--- src/rtl/usb_stall_pkg.sv ---
package usb_stall_pkg;
  parameter int EP_COUNT  = 6;
  parameter int EP_IDX_W  = 3;

  // Per-endpoint strobes from the control decode to the state registers.
  typedef struct packed {
    logic [EP_COUNT-1:0] tokHit;
    logic [EP_COUNT-1:0] wrHit;
    logic [EP_COUNT-1:0] reqClr;
    logic [EP_COUNT-1:0] haltSet;
    logic [EP_COUNT-1:0] haltClr;
    logic                wrVal;
  } stall_strobe_t;
endpackage

--- src/rtl/usb_stall_ctrl.sv ---
module usb_stall_ctrl
  import usb_stall_pkg::*;
(
  input  logic                busReset,
  input  logic                autoClrEn,
  input  logic                cpuWrEn,
  input  logic [EP_IDX_W-1:0] cpuWrEp,
  input  logic                cpuWrData,
  input  logic                setupSeen,
  input  logic                tokValid,
  input  logic [EP_IDX_W-1:0] tokEp,
  input  logic                featValid,
  input  logic                featSet,
  input  logic [EP_IDX_W-1:0] featEp,
  input  logic [EP_COUNT-1:0] reqBits,
  output stall_strobe_t       strobes
);
  logic [EP_COUNT-1:0] tokHit, wrHit, reqClr, haltSet, haltClr;

  for (genvar n = 0; n < EP_COUNT; n++) begin : g_ep
    localparam logic [EP_IDX_W-1:0] EP_ID = EP_IDX_W'(n);
    assign tokHit[n] = tokValid && (tokEp == EP_ID);
    assign wrHit[n]  = cpuWrEn && (cpuWrEp == EP_ID);
    if (n == 0) begin : g_ctl
      // control endpoint: SETUP releases the request, no halt flag
      assign reqClr[n]  = busReset || setupSeen;
      assign haltSet[n] = 1'b0;
      assign haltClr[n] = 1'b0;
    end else begin : g_data
      logic featHit;
      assign featHit    = featValid && (featEp == EP_ID);
      assign reqClr[n]  = busReset || (featHit && !featSet && autoClrEn);
      assign haltClr[n] = busReset || (featHit && !featSet);
      assign haltSet[n] = (featHit && featSet) || (tokHit[n] && reqBits[n]);
    end
  end

  always_comb begin
    strobes.tokHit  = tokHit;
    strobes.wrHit   = wrHit;
    strobes.reqClr  = reqClr;
    strobes.haltSet = haltSet;
    strobes.haltClr = haltClr;
    strobes.wrVal   = cpuWrData;
  end
endmodule

--- src/rtl/usb_stall_dp.sv ---
module usb_stall_dp
  import usb_stall_pkg::*;
(
  input  logic                clk,
  input  logic                rstN,
  input  stall_strobe_t       strobes,
  output logic                stallOut,
  output logic [EP_COUNT-1:0] reqBits,
  output logic [EP_COUNT-1:0] haltBits
);
  for (genvar n = 0; n < EP_COUNT; n++) begin : g_ep
    // hardware clear ranks above the CPU write
    always_ff @(posedge clk or negedge rstN) begin
      if (!rstN)                  reqBits[n] <= 1'b0;
      else if (strobes.reqClr[n]) reqBits[n] <= 1'b0;
      else if (strobes.wrHit[n])  reqBits[n] <= strobes.wrVal;
    end
    if (n == 0) begin : g_nohalt
      assign haltBits[n] = 1'b0;
    end else begin : g_halt
      always_ff @(posedge clk or negedge rstN) begin
        if (!rstN)                    haltBits[n] <= 1'b0;
        else if (strobes.haltClr[n])  haltBits[n] <= 1'b0;
        else if (strobes.haltSet[n])  haltBits[n] <= 1'b1;
      end
    end
  end

  // decision uses pre-edge state so first and later tokens match
  assign stallOut = |(strobes.tokHit & (reqBits | haltBits));
endmodule

--- src/rtl/usb_stall_ctl.sv ---
module usb_stall_ctl
  import usb_stall_pkg::*;
(
  input  logic                clk,
  input  logic                rstN,
  input  logic                busReset,
  input  logic                autoClrEn,
  input  logic                cpuWrEn,
  input  logic [EP_IDX_W-1:0] cpuWrEp,
  input  logic                cpuWrData,
  input  logic                setupSeen,
  input  logic                tokValid,
  input  logic [EP_IDX_W-1:0] tokEp,
  input  logic                featValid,
  input  logic                featSet,
  input  logic [EP_IDX_W-1:0] featEp,
  output logic                stallOut,
  output logic [EP_COUNT-1:0] reqBits,
  output logic [EP_COUNT-1:0] haltBits
);
  stall_strobe_t strobes;

  usb_stall_ctrl u_ctrl (
    .busReset (busReset),
    .autoClrEn(autoClrEn),
    .cpuWrEn  (cpuWrEn),
    .cpuWrEp  (cpuWrEp),
    .cpuWrData(cpuWrData),
    .setupSeen(setupSeen),
    .tokValid (tokValid),
    .tokEp    (tokEp),
    .featValid(featValid),
    .featSet  (featSet),
    .featEp   (featEp),
    .reqBits  (reqBits),
    .strobes  (strobes)
  );

  usb_stall_dp u_dp (
    .clk     (clk),
    .rstN    (rstN),
    .strobes (strobes),
    .stallOut(stallOut),
    .reqBits (reqBits),
    .haltBits(haltBits)
  );
endmodule

--- config.mk ---
export PLATFORM = sky130hd
export DESIGN_NAME = usb_stall_ctl
export DESIGN_NICKNAME = d
export VERILOG_FILES = /design/src/rtl/usb_stall_pkg.sv /design/src/rtl/usb_stall_ctrl.sv /design/src/rtl/usb_stall_dp.sv /design/src/rtl/usb_stall_ctl.sv
export SDC_FILE = /design/constraint.sdc
export NUM_CORES = 1
export LEC_CHECK = 0
export ABC_AREA = 1
export ABC_CLOCK_PERIOD_IN_PS = 1100
export BUFFER_PORTS_ARGS = -buffer_cell sky130_fd_sc_hd__buf_2
export CAP_MARGIN = 20
export CORE_MARGIN = 5
export CORE_UTILIZATION = 47
export DETAILED_ROUTE_END_ITERATION = 10
export PLACE_DENSITY_LB_ADDON = 0.1
export SYNTH_ARGS = -nofsm -noshare
export SYNTH_HDL_FRONTEND = slang
export SYNTH_SLANG_ARGS = --single-unit
--- constraint.sdc ---
create_clock -name clk -period 1.1 [get_ports clk]
set_input_delay 0 -clock clk [delete_from_list [all_inputs] [get_ports clk]]
set_output_delay 0 -clock clk [all_outputs]
set_load 0.1 [all_outputs]
==> impl_metrics.toml <==
[global_route]
grt_usage = 0.233
grt_busiest_layer = "met2"
antenna_found_initial = 0
grt_max_degree = 12
first_global_vias = 1085
grtUsageMet3 = 0.0630
grt_first_pass_wirelength_mm = 4.63
grt-ovfl-total = 0
grt_use_met2 = 0.408
grt_use_met1 = 0.256

[die]
core-area_um2 = 1710
rows = 15
fp.dieArea_um2 = 2720
die_x_um = 52.1
ios = 32
start_util = 0.489
die_h_um = 52.1

[synthesis]
syn_nets = 154
ys_seq_elements = 11
synthesis.area_um2 = 835
ys_async_sr_fraction = 1.00
yosysTopAreaCellShare = 0.330
synth_edf_count = 0
ys.flop_type = "dfrtp_1"
synthTopCellsByArea = "dfrtp_1 (33%), nand2_1 (17%), nand3_1 (11%)"
yosysWarnings = 0
synth.most_common_cell = "nand2_1"
yosysUniqueCellTypes = 20
synth_commonest_cells = "nand2_1 (38), inv_1 (20), nand3_1 (18)"
syn_inst = 135
synth_top_cell_by_area = "dfrtp_1"
avgSynthCellArea_um2 = 6.18
yosysSeqAreaShare = 0.330

[sta]
setup_viol = 4
slew_viol_final = 0
min_period_ns = 1.48
rsz0062_at_grt = "true"
worst_slack_ns = -0.383
fin_skew_ns = 0.00104
fin_crit_sh = 1.35
hold_viol_final = 0
fmax_mhz = 674

[cts]
root_buffer = "clkbuf_4"
cts_tree = "yes"
insertion_delay_ns = 0.28
cts.path.max_buffers = 2
clk_pin_slew_worst_paths_ns = 0.07
h-tree-depth = 1
numCtsBuffers = 3
clock_sinks = 11

[job]
max_cap_violations = 0

[min_path]
hold_path_class = "in2reg"
hold_path_startpoint = "busReset"

[run_status]
violations = "negative setup slack"
status = "finished with violations"

[pwr]
powerDensity_nw_per_um2 = 849
finalPower_mw = 1.23
ir_drop_mv = 0.627
leakage_nw = 0.754

[critical_path]
worstPathRequired_ns = 1.10
cp-start-kind = "flop"
crit_start = "u_dp.haltBits[5]$_DFFE_PN0P_"
crit_fanout = 2
path_class = "reg2out"
critPathArrivalTime_ns = 1.48
endpoint_kind = "output port"
r2r_start = "u_dp.haltBits[5]$_DFFE_PN0P_"

[cells_and_area]
fill_cells = 95
fin_nets = 209
ff_latch_area_um2 = 307
antenna-diode-count = 0
syn2layout_area_growth_pct = 73.0
drive_gt1_frac = 0.418
multi_input_area_um2 = 498

[place]
io_buffers = 30
dpl_worst_slack_ns = -0.160
hpwl_mm = 2.00
routabilityCongestion = 0.871

[drt]
drc_errors = 0
drtAntennaViolNets = 0
wl_per_cell_um = 13.1
dr_total_vias = 1084
routed_wl_mm = 2.80
viasPerCell = 5.07
dr.pass1.iters = 5
drtIter0Drc = 40
## through the flow
stage | util | TNS (ns) | cells | hold slack (ns) | area, µm²
finish | 0.845 | -0.950 | 214 | 0.0332 | 1440
global route | 0.845 | -1.10 | 214 | 0.0590 | 1440
CTS | 0.818 | -0.574 | 210 | 0.0367 | 1400
detailed placement | 0.763 | -0.229 | 201 | -0.115 | 1300
global placement | 0.763 | -0.146 | 201 | -0.123 | 1300
floorplan | - | -0.335 | 135 | -0.296 | 888
## where the power goes
part / internal, mW / total (mW) / switching, mW
logic: 0.178 / 0.494 / 0.316
registers: 0.428 / 0.439 / 0.0104
clock network: 0.141 / 0.292 / 0.152
total: 0.747 / 1.23 / 0.478
## worst max-delay path, stage by stage (launching register included)
cell and delay (ns):
dfrtp_4 0.49, or2_4 0.27, nand3_4 0.07, nand2_2 0.06, inv_2 0.06, nand3_4 0.06, buf_12 0.18
## metal layers
| layer | up-vias | part of all wire |
|---|---|---|
| met5 | - | 0 |
| met3 | 18 | 0.064 |
| li1 | 532 | - |
| met1 | 485 | 0.40 |
| met4 | 0 | 0.040 |
| met2 | 49 | 0.49 |
## cell type report
class | instances | share of cell area
inverter | 23 | 0.0598
tap | 25 | 0.0217
sequential | 11 | 0.212
clock buffer | 4 | 0.0182
multi-input combinational | 100 | 0.345
timing repair buffer | 51 | 0.343
## layout by cell type (no fill, tap or decap), types with 2 or more instances in the layout
cell           instances
nand2_1               37
buf_2                 19
inv_1                 17
nand3_1               16
nor2_1                15
buf_4                 14
buf_12                11
dfrtp_4                7
nand4_1                6
inv_2                  5
nor2_2                 4
a21oi_1                4
buf_6                  4
dfrtp_2                4
o21ai_0                3
clkbuf_4               3
dlygate4sd3_1          3
nand3_4                2
and2_1                 2
nor3_1                 2
## timing repair
| item | CTS | global route |
|---|---|---|
| pin swaps | 3 | 3 |
| endpoints found under the setup margin | 2 | 6 |
| hold buffers | 3 | 0 |
| buffers inserted | 2 | 5 |
| endpoints found under the hold margin | 13 | 0 |
| gates resized for setup | 6 | 6 |
## state kept, by name, indices dropped and copies added, names as in the netlist
register,cells
u_dp.reqBits,6
u_dp.haltBits,5
## logic make-up (layout without fill, tap and decap cells)
| logic type | Yosys count | count (layout) | share of synthesized area |
|---|---|---|---|
| other | 1 | 1 | 0.00449 |
| AOI/OAI and AO/OA | 9 | 9 | 0.0585 |
| DFF | 11 | 11 | 0.330 |
| and+or+nand+nor | 90 | 90 | 0.495 |
| buffers and inverters | 24 | 78 | 0.112 |
## final timing paths
kind	endpoint	slack [ns]	cells after the start
min in group asynchronous	u_dp.reqBits[2]$_DFFE_PN0P_	0.11	2
worst min register to register	u_dp.haltBits[4]$_DFFE_PN0P_	0.61	4
worst min-delay path	u_dp.reqBits[0]$_DFFE_PN0P_	0.03	4
worst max register to register	u_dp.haltBits[5]$_DFFE_PN0P_	-0.30	8
worst max-delay path	stallOut	-0.38	6
max in group asynchronous	u_dp.haltBits[5]$_DFFE_PN0P_	0.76	2
Power figures use the tool's default switching activity.
